--- src/rtl/step_wdt_pkg.sv ---
package step_wdt_pkg;
  typedef enum logic [1:0] {
    WD_IDLE    = 2'd0,
    WD_RUN     = 2'd1,
    WD_HOLD    = 2'd2,
    WD_EXPIRED = 2'd3
  } wd_state_e;
endpackage

--- src/rtl/step_wdt_cfg.sv ---
module step_wdt_cfg #(
  parameter int ALARM_W = 8,
  parameter int LIMIT_W = 8,
  localparam int SET_W = ALARM_W + LIMIT_W
) (
  input  logic               clk_i,
  input  logic               rst_ni,
  input  logic               load_i,
  input  logic [SET_W-1:0]   setting_i,
  output logic               limit_zero_o,
  output logic [ALARM_W-1:0] alarm_o,
  output logic [LIMIT_W-1:0] limit_o
);
  logic [ALARM_W-1:0] alarm_in;
  logic [LIMIT_W-1:0] limit_in;

  assign alarm_in     = setting_i[SET_W-1:LIMIT_W];
  assign limit_in     = setting_i[LIMIT_W-1:0];
  assign limit_zero_o = (limit_in == '0);

  always_ff @(posedge clk_i or negedge rst_ni) begin
    if (!rst_ni) begin
      alarm_o <= '0;
      limit_o <= '0;
    end else if (load_i) begin
      alarm_o <= alarm_in;
      limit_o <= limit_in;
    end
  end
endmodule

--- src/rtl/step_wdt_chan.sv ---
module step_wdt_chan
  import step_wdt_pkg::*;
#(
  parameter int ALARM_W = 8,
  parameter int LIMIT_W = 8,
  localparam int SET_W = ALARM_W + LIMIT_W
) (
  input  logic               clk_i,
  input  logic               rst_ni,
  input  logic               tick_i,
  input  logic               en_i,
  input  logic               act_i,
  input  logic               trans_i,
  input  logic [SET_W-1:0]   setting_i,
  output logic               timeout_o,
  output logic [ALARM_W-1:0] alarm_o
);
  wd_state_e          state_q, state_d;
  logic [LIMIT_W-1:0] cnt_q, cnt_d;
  logic               gate, gate_q, start;
  logic               lim_zero;
  logic [ALARM_W-1:0] alarm_q;
  logic [LIMIT_W-1:0] limit_q;
  logic [LIMIT_W-1:0] cnt_inc;

  assign gate    = en_i & act_i;
  assign start   = gate & ~gate_q;
  assign cnt_inc = cnt_q + 1'b1;

  step_wdt_cfg #(.ALARM_W(ALARM_W), .LIMIT_W(LIMIT_W)) u_cfg (
    .clk_i        (clk_i),
    .rst_ni       (rst_ni),
    .load_i       (start && state_q == WD_IDLE),
    .setting_i    (setting_i),
    .limit_zero_o (lim_zero),
    .alarm_o      (alarm_q),
    .limit_o      (limit_q)
  );

  always_comb begin
    state_d = state_q;
    cnt_d   = cnt_q;
    unique case (state_q)
      WD_IDLE: begin
        cnt_d = '0;
        if (start) state_d = (trans_i || lim_zero) ? WD_HOLD : WD_RUN;
      end
      WD_RUN: begin
        if (!gate) begin
          state_d = WD_IDLE;
          cnt_d   = '0;
        end else if (trans_i) begin
          state_d = WD_HOLD;
          cnt_d   = '0;
        end else if (tick_i) begin
          if (cnt_inc == limit_q) state_d = WD_EXPIRED;
          cnt_d = cnt_inc;
        end
      end
      WD_HOLD: begin
        cnt_d = '0;
        if (!gate) state_d = WD_IDLE;
      end
      WD_EXPIRED: begin
        if (!en_i) begin
          state_d = WD_IDLE;
          cnt_d   = '0;
        end
      end
      default: state_d = WD_IDLE;
    endcase
  end

  always_ff @(posedge clk_i or negedge rst_ni) begin
    if (!rst_ni) begin
      state_q <= WD_IDLE;
      cnt_q   <= '0;
      gate_q  <= 1'b0;
    end else begin
      state_q <= state_d;
      cnt_q   <= cnt_d;
      gate_q  <= gate;
    end
  end

  assign timeout_o = (state_q == WD_EXPIRED);
  assign alarm_o   = timeout_o ? alarm_q : '0;
endmodule

--- src/rtl/step_wdt_bank.sv ---
module step_wdt_bank #(
  parameter int N_CH    = 10,
  parameter int ALARM_W = 8,
  parameter int LIMIT_W = 8,
  localparam int SET_W = ALARM_W + LIMIT_W
) (
  input  logic                    clk_i,
  input  logic                    rst_ni,
  input  logic                    tick_i,
  input  logic [N_CH-1:0]         en_i,
  input  logic [N_CH-1:0]         step_act_i,
  input  logic [N_CH-1:0]         trans_met_i,
  input  logic [N_CH*SET_W-1:0]   setting_i,
  output logic [N_CH-1:0]         timeout_o,
  output logic [N_CH*ALARM_W-1:0] alarm_num_o
);
  for (genvar c = 0; c < N_CH; c++) begin : g_ch
    step_wdt_chan #(.ALARM_W(ALARM_W), .LIMIT_W(LIMIT_W)) u_chan (
      .clk_i     (clk_i),
      .rst_ni    (rst_ni),
      .tick_i    (tick_i),
      .en_i      (en_i[c]),
      .act_i     (step_act_i[c]),
      .trans_i   (trans_met_i[c]),
      .setting_i (setting_i[c*SET_W +: SET_W]),
      .timeout_o (timeout_o[c]),
      .alarm_o   (alarm_num_o[c*ALARM_W +: ALARM_W])
    );
  end
endmodule

--- config.mk ---
export PLATFORM = sky130hd
export DESIGN_NAME = step_wdt_bank
export DESIGN_NICKNAME = d
export VERILOG_FILES = /design/src/rtl/step_wdt_pkg.sv /design/src/rtl/step_wdt_cfg.sv /design/src/rtl/step_wdt_chan.sv /design/src/rtl/step_wdt_bank.sv
export SDC_FILE = /design/constraint.sdc
export NUM_CORES = 1
export LEC_CHECK = 0
export BUFFER_PORTS_ARGS = -buffer_cell sky130_fd_sc_hd__buf_4
export CAP_MARGIN = 20
export CORE_AREA = 2 2 164 166
export DETAILED_ROUTE_END_ITERATION = 7
export DIE_AREA = 0 0 166 168
export PLACE_DENSITY = 0.9
export SYNTH_ARGS = -nofsm -noshare
export SYNTH_HDL_FRONTEND = slang
export SYNTH_SLANG_ARGS = --single-unit
--- constraint.sdc ---
create_clock -name clk_i -period 2.6 [get_ports clk_i]
set_input_delay 0.39 -clock clk_i [delete_from_list [all_inputs] [get_ports clk_i]]
set_output_delay 0.39 -clock clk_i [all_outputs]
set_load 0.005 [all_outputs]
[After elaboration in Yosys (flattened, before gate mapping)]
Index checks and enable logic that the tools add are counted.
Cells by class
  add/subtract/negate cells: 10
  $mul: 0
  div/mod/pow operators: 0
  magnitude comparators: 0
  equal/unequal tests: 90
  shift-type cells: 0
  multiplexer cells: 150
  bitwise operators: 30
  reduce and logical (&&, ||, !) cells: 70
Operator list (count)
  $mux W8: 50
  $pmux W8 S3: 10
  $mux W2: 80
  $add A8 B1 Y8 const B: 10
  $eq A8 B8 Y1: 10
  $logic_not A8 Y1: 10
  $ne A4 B4 Y1 const B: 20
  $pmux W2 S4: 10
  $reduce_and A5 Y1: 10
  $eq A2 B2 Y1 const B: 20
  $ne A2 B2 Y1 const B: 20
  $and A1 B1 Y1: 20
  $eq A2 B1 Y1 const B: 10
  $logic_not A2 Y1: 10
  $ne A2 B1 Y1 const B: 10
  $reduce_and A2 Y1: 10
  $reduce_or A2 Y1: 10
  $logic_and A1 B1 Y1: 10
  $logic_or A1 B1 Y1: 10
  $not A1 Y1: 10
Storage, ports and cells
  flip-flop bits (word level): 270
  latch bits: 0
  memory bits (writable): 0
  memory bits (read-only): 0
  input bits: 193
  output and inout bits: 90
  memories: 0

[Longest topological paths before layout]
  depth after elaboration: 7
  mapped depth: 8
  gate-level depth less buffers: 7

[By module]
A second synthesis with hierarchy kept.
Second synthesis, totals
  cells, all modules: 1438
  area, all modules: 15045.7 um^2
Modules (own cells, without submodules)
  step_wdt_chan at g_ch[0].u_chan ...: instances 7, cells an instance 106, area an instance 893.4 um^2
  step_wdt_cfg: instances 10, cells an instance 37, area an instance 615.6 um^2
  step_wdt_chan at g_ch[8].u_chan ...: instances 2, cells an instance 111, area an instance 879.6 um^2
  step_wdt_chan at g_ch[7].u_chan: instances 1, cells an instance 104, area an instance 877.1 um^2

[Least setup slack after synthesis]
No wires, ideal clock.
  path kind: reg2reg
  start: reg g_ch[9].u_chan.cnt_q[0]
  end: reg g_ch[9].u_chan.state_q[1]
  library setup time: 0.127 ns
  data arrival time: 1.808 ns
  required time: 2.473 ns
  setup slack: 0.664 ns
  cell stages (with the launch flop): 8
  buffers on the path: 0
  period minus slack after synthesis: 1.936 ns
  path through: dfrtp_1 ha_1 and3_1 and3_1 xnor2_1 nor2_1 a41o_1 mux2_1
On the way
  cells in the longest elaborated chain, start to end: 4
Ends and longest elaborated chain
  start: declaration: line step_wdt_chan.sv:19  | logic [LIMIT_W-1:0] cnt_q, cnt_d;
  start signal: assignment: line step_wdt_chan.sv:81  | cnt_q <= cnt_d;
  $add A8 B1 Y8: line step_wdt_chan.sv:28  | assign cnt_inc = cnt_q + 1'b1;
  $eq A8 B8 Y1: line step_wdt_chan.sv:56  | if (cnt_inc == limit_q) state_d = WD_EXPIRED;
  $ne A4 B4 Y1 (no line)
  $reduce_and A5 Y1 (no line)
  end signal: assignment: line step_wdt_chan.sv:80  | state_q <= state_d;
  end: declaration: line step_wdt_chan.sv:18  | wd_state_e state_q, state_d;
No other way between the ends.
A chain may end at the register's enable or synchronous reset.

[Final worst setup path]
  start: reg g_ch[0].u_chan.state_q[1]
  end: out alarm_num_o[5]
On the way
  cells in the longest elaborated chain, start to end: 2
Ends and longest elaborated chain
  start: declaration: line step_wdt_chan.sv:18
  start signal: assignment: line step_wdt_chan.sv:80
  $eq A2 B2 Y1: line step_wdt_chan.sv:86  | assign timeout_o = (state_q == WD_EXPIRED);
  $mux W8: line step_wdt_chan.sv:87  | assign alarm_o = timeout_o ? alarm_q : '0;
  end: declaration: line step_wdt_bank.sv:15  | output logic [N_CH*ALARM_W-1:0] alarm_num_o
No other way between the ends.

==> flow_summary_export.csv <==
group,metric,value,unit
status,status,"complete, no violations",
synthesis,yosysUniqueCellTypes,68,
worst_setup_path,crit_start,"g_ch[0].u_chan.state_q[1]",
synthesis,post-synth-top-area-cell,"dfrtp_1",
run,drv_cap,0,
synthesis,netlist.area_leader.share,47.47,%
synthesis,synth_edf_count,0,
clock_tree,cts_buffer_depth,3,
synthesis,synth_top_family_by_area,"simple AND/OR/NAND/NOR gates",
worst_setup_path,cp-start-kind,"flop",
timing,finalSetupViolations,0,
detailed_routing,drc_errors,0,
hold_path,hold_path_class,"input pin to flop",
timing,maxSlewViolCount,0,
timing,worst-slew-pin-transition,0.7046,ns
worst_setup_path,cpPeakStageDelay,0.75,ns
synthesis,synth-compound-area-share,11.51,%
die,fp.dieArea,27890,sq um
grt,grt_max_degree,83,
synthesis,synthTopCellsByArea,"dfrtp_1 47%, mux2_2 10%, and3_1 4.9%",
grt,grt_pass1_wl,59.98,mm
timing,slew_headroom,52.92,%
clock_tree,tritoncts,"yes",
die,rows,60,
timing,skew,0.02727,ns
timing,tns,0,ns
grt,grt.overflow.total,0,
synthesis,synth_adder_area_share,0.9495,%
worst_setup_path,path_cells,"and3_1 > buf_4",
die,fp.dieW,166,microns
clock_tree,cts.sinks,270,
worst_setup_path,required,2.21,ns
detailed_routing,wl_per_cell,18.08,microns
die,coreArea,26350,sq um
worst_setup_path,worstSetupPathType,"flop to output pin",
worst_setup_path,rr_startpoint,"g_ch[3].u_chan.cnt_q[0]",
worst_setup_path,crit_arrival,1.75,ns
timing,period_share,82.49,%
grt,antenna_found_initial,0,
detailed_routing,wirelength,36.63,mm
worst_setup_path,setup.worst_path.end,"alarm_num_o[5]",
timing,finalHoldViolCount,0,
placement,placed_cells,1977,
synthesis,synth_seq_cells,270,
detailed_routing,vias,12000,
worst_setup_path,crit_fanout,18,
worst_setup_path,rrSetupSlack,0.52,ns
clock_tree,postCtsSetupRepairBufs,0,
synthesis,synth-xor-area-share,6.215,%
synthesis,ys.flop_type,"dfrtp_1",
cells_and_area,layout-drive-gt1-share,29.14,%
synthesis,syn_nets,1608,
clock_tree,clkLatencyLatePin,0.56,ns
grt,grt_pass1_vias,12100,
detailed_routing,vias_per_cell,5.922,
synthesis,yosys_warnings,0,
worst_setup_path,cp.depth,2,
grt,track_usage,25.59,%
cells_and_area,final_util,67.04,%
worst_setup_path,reg2reg_depth,7,
timing,final.min_clock_period,2.145,ns
detailed_routing,drtPass1Iterations,5,
worst_setup_path,cp-end-kind,"output pin",
detailed_routing,antenna_left,0,
worst_setup_path,crit_family,"flip-flops",
synthesis,syn_area_per_cell,10.13,sq um
placement,hpwl,25.88,mm
die,floorplan.initialDensity,54.01,%
die,die_h,168,microns
cells_and_area,fillers,1910,
synthesis,yosysMostFrequentCell,"dfrtp_1",
synthesis,yosysSeqAreaShare,47.47,%
cells_and_area,register_area,6756,sq um
timing,rsz0062_at_grt,"false",
worst_setup_path,slowest_stage,"dfrtp_1",
power,ir_drop,737.8,uV
clock_tree,root_buffer,"clkbuf_16",
cells_and_area,fin_cells,2026,
synthesis,synthArstFlopShare,100.0,%
cells_and_area,layout.nets,1871,
power,powerDensity,694.9,nW/um^2
cells_and_area,area_growth,24.11,%
placement,routabilityCongestion,0.8797,
detailed_routing,drt_iter0_markers,890,
timing,fmax,466.2,MHz
clock_tree,cts-htree-levels,1,
clock_tree,cts_inserted_buffers,29,
worst_setup_path,r2r_end,"g_ch[3].u_chan.state_q[1]",
die,io_pins,283,
synthesis,synth_area,14230,sq um
clock_tree,clk_pin_slew,0.06,ns
placement,io_buffers,282,
cells_and_area,multiInputGateArea,7056,sq um
synthesis,ys_top_cells_by_count,"270 x dfrtp_1, 153 x nand2_1, 126 x mux2_2",
synthesis,yosys.area_share.simple,18.96,%
synthesis,synthMuxAreaShare,11.88,%
synthesis,synthCells,1405,
worst_setup_path,crit_buf_inv,1,
power,leakage,8.379,nW
cells_and_area,diodes,0,
-- worst min path at each step --
stage	from	to	cells after the start	slack, ns
CTS	setting_i[63]	g_ch[3].u_chan.u_cfg.alarm_o[7]	3	0.008
finish	setting_i[63]	g_ch[3].u_chan.u_cfg.alarm_o[7]	3	0.03
global route	setting_i[63]	g_ch[3].u_chan.u_cfg.alarm_o[7]	3	0.02
floorplan	rst_ni	g_ch[0].u_chan.cnt_q[0]	0	0.09
global placement	rst_ni	g_ch[4].u_chan.u_cfg.limit_o[5]	1	0.37
detailed placement	rst_ni	g_ch[4].u_chan.u_cfg.limit_o[4]	1	0.38
-- routing by layer --
layer  wire (microns)  vias to the layer above  global-route usage [%]
met5                0                        -                       0
met4              907                        0                   6.578
met3             2091                       74                   3.879
met2            18810                      455                   46.47
met1            14820                     5882                   32.07
li1                 -                     5587                       -
-- kinds of logic after synthesis --
kind of cell | Yosys count
and+or+nand+nor | 513
DFF | 270
AOI/OAI and AO/OA | 257
muxes | 151
buffers and inverters | 102
xor gates and xnor gates | 101
adders and majority gates | 11
-- power by group --
group	total (mW)	internal (mW)	switching, mW
registers	5.68	4.98	0.693
logic	2.23	1.29	0.940
clock network	4.37	2.67	1.70
total	12.3	8.94	3.33
-- layout make-up --
type | count | share of cell area, %
clock buffer | 33 | 4.307
clock inverter | 15 | 1.325
inverter | 33 | 0.7012
multi-input combinational | 1033 | 39.94
sequential | 270 | 38.25
tap | 341 | 2.415
timing repair buffer | 301 | 13.06
-- per-stage QoR --
step	power, mW	area (sq um)	hold WS, ns	setup WS, ns
floorplan	7.037	14230	0.09441	0.6643
global placement	7.732	16660	0.3661	0.5964
detailed placement	7.914	16660	0.3752	0.5532
CTS	12.36	17660	0.007797	0.5086
global route	12.83	17660	0.02282	0.3873
finish	12.28	17660	0.03137	0.4552
-- cells in the final DEF (no fill, tap or decap), drive strengths merged, types with 9 or more instances in the layout --
| master | netlist | final |
|---|---|---|
| buf | 15 | 300 |
| inv | 33 | 34 |
| nor3b | 9 | 9 |
| and2 | 22 | 22 |
| o21ai | 113 | 113 |
| and3 | 112 | 112 |
| o22ai | 9 | 9 |
| dfrtp | 270 | 270 |
| ha | 10 | 10 |
| xnor2 | 65 | 65 |
| nand2b | 19 | 19 |
| o31ai | 32 | 32 |
| nor2 | 46 | 46 |
| o41ai | 10 | 10 |
| xor2 | 36 | 36 |
| nand2 | 154 | 154 |
| a21oi | 22 | 22 |
| nor2b | 14 | 14 |
| clkbuf | 54 | 33 |
| nor4 | 24 | 24 |
| nand3 | 56 | 56 |
| mux2 | 143 | 143 |
| or4 | 9 | 9 |
| o211ai | 21 | 21 |
| nor3 | 21 | 21 |
-- what timing repair did --
item	4_1_cts	5_1_grt
hold buffers	1	0
resized for setup	0	0
hold endpoints to repair	56	0
-- tightest hold or removal path, stage by stage --
cell,delay [ns]
buf_4,0.08
nand2_1,0.04
nand2_1,0.04
-- sequential cells by signal, summed over array words and instances, names as in the netlist --
signal	count
g_ch.u_chan.cnt_q	80
g_ch.u_chan.state_q	20
g_ch.u_chan.u_cfg.limit_o	80
g_ch.u_chan.u_cfg.alarm_o	80
g_ch.u_chan.gate_q	10
Note: power is estimated with default switching activity, not from simulation.
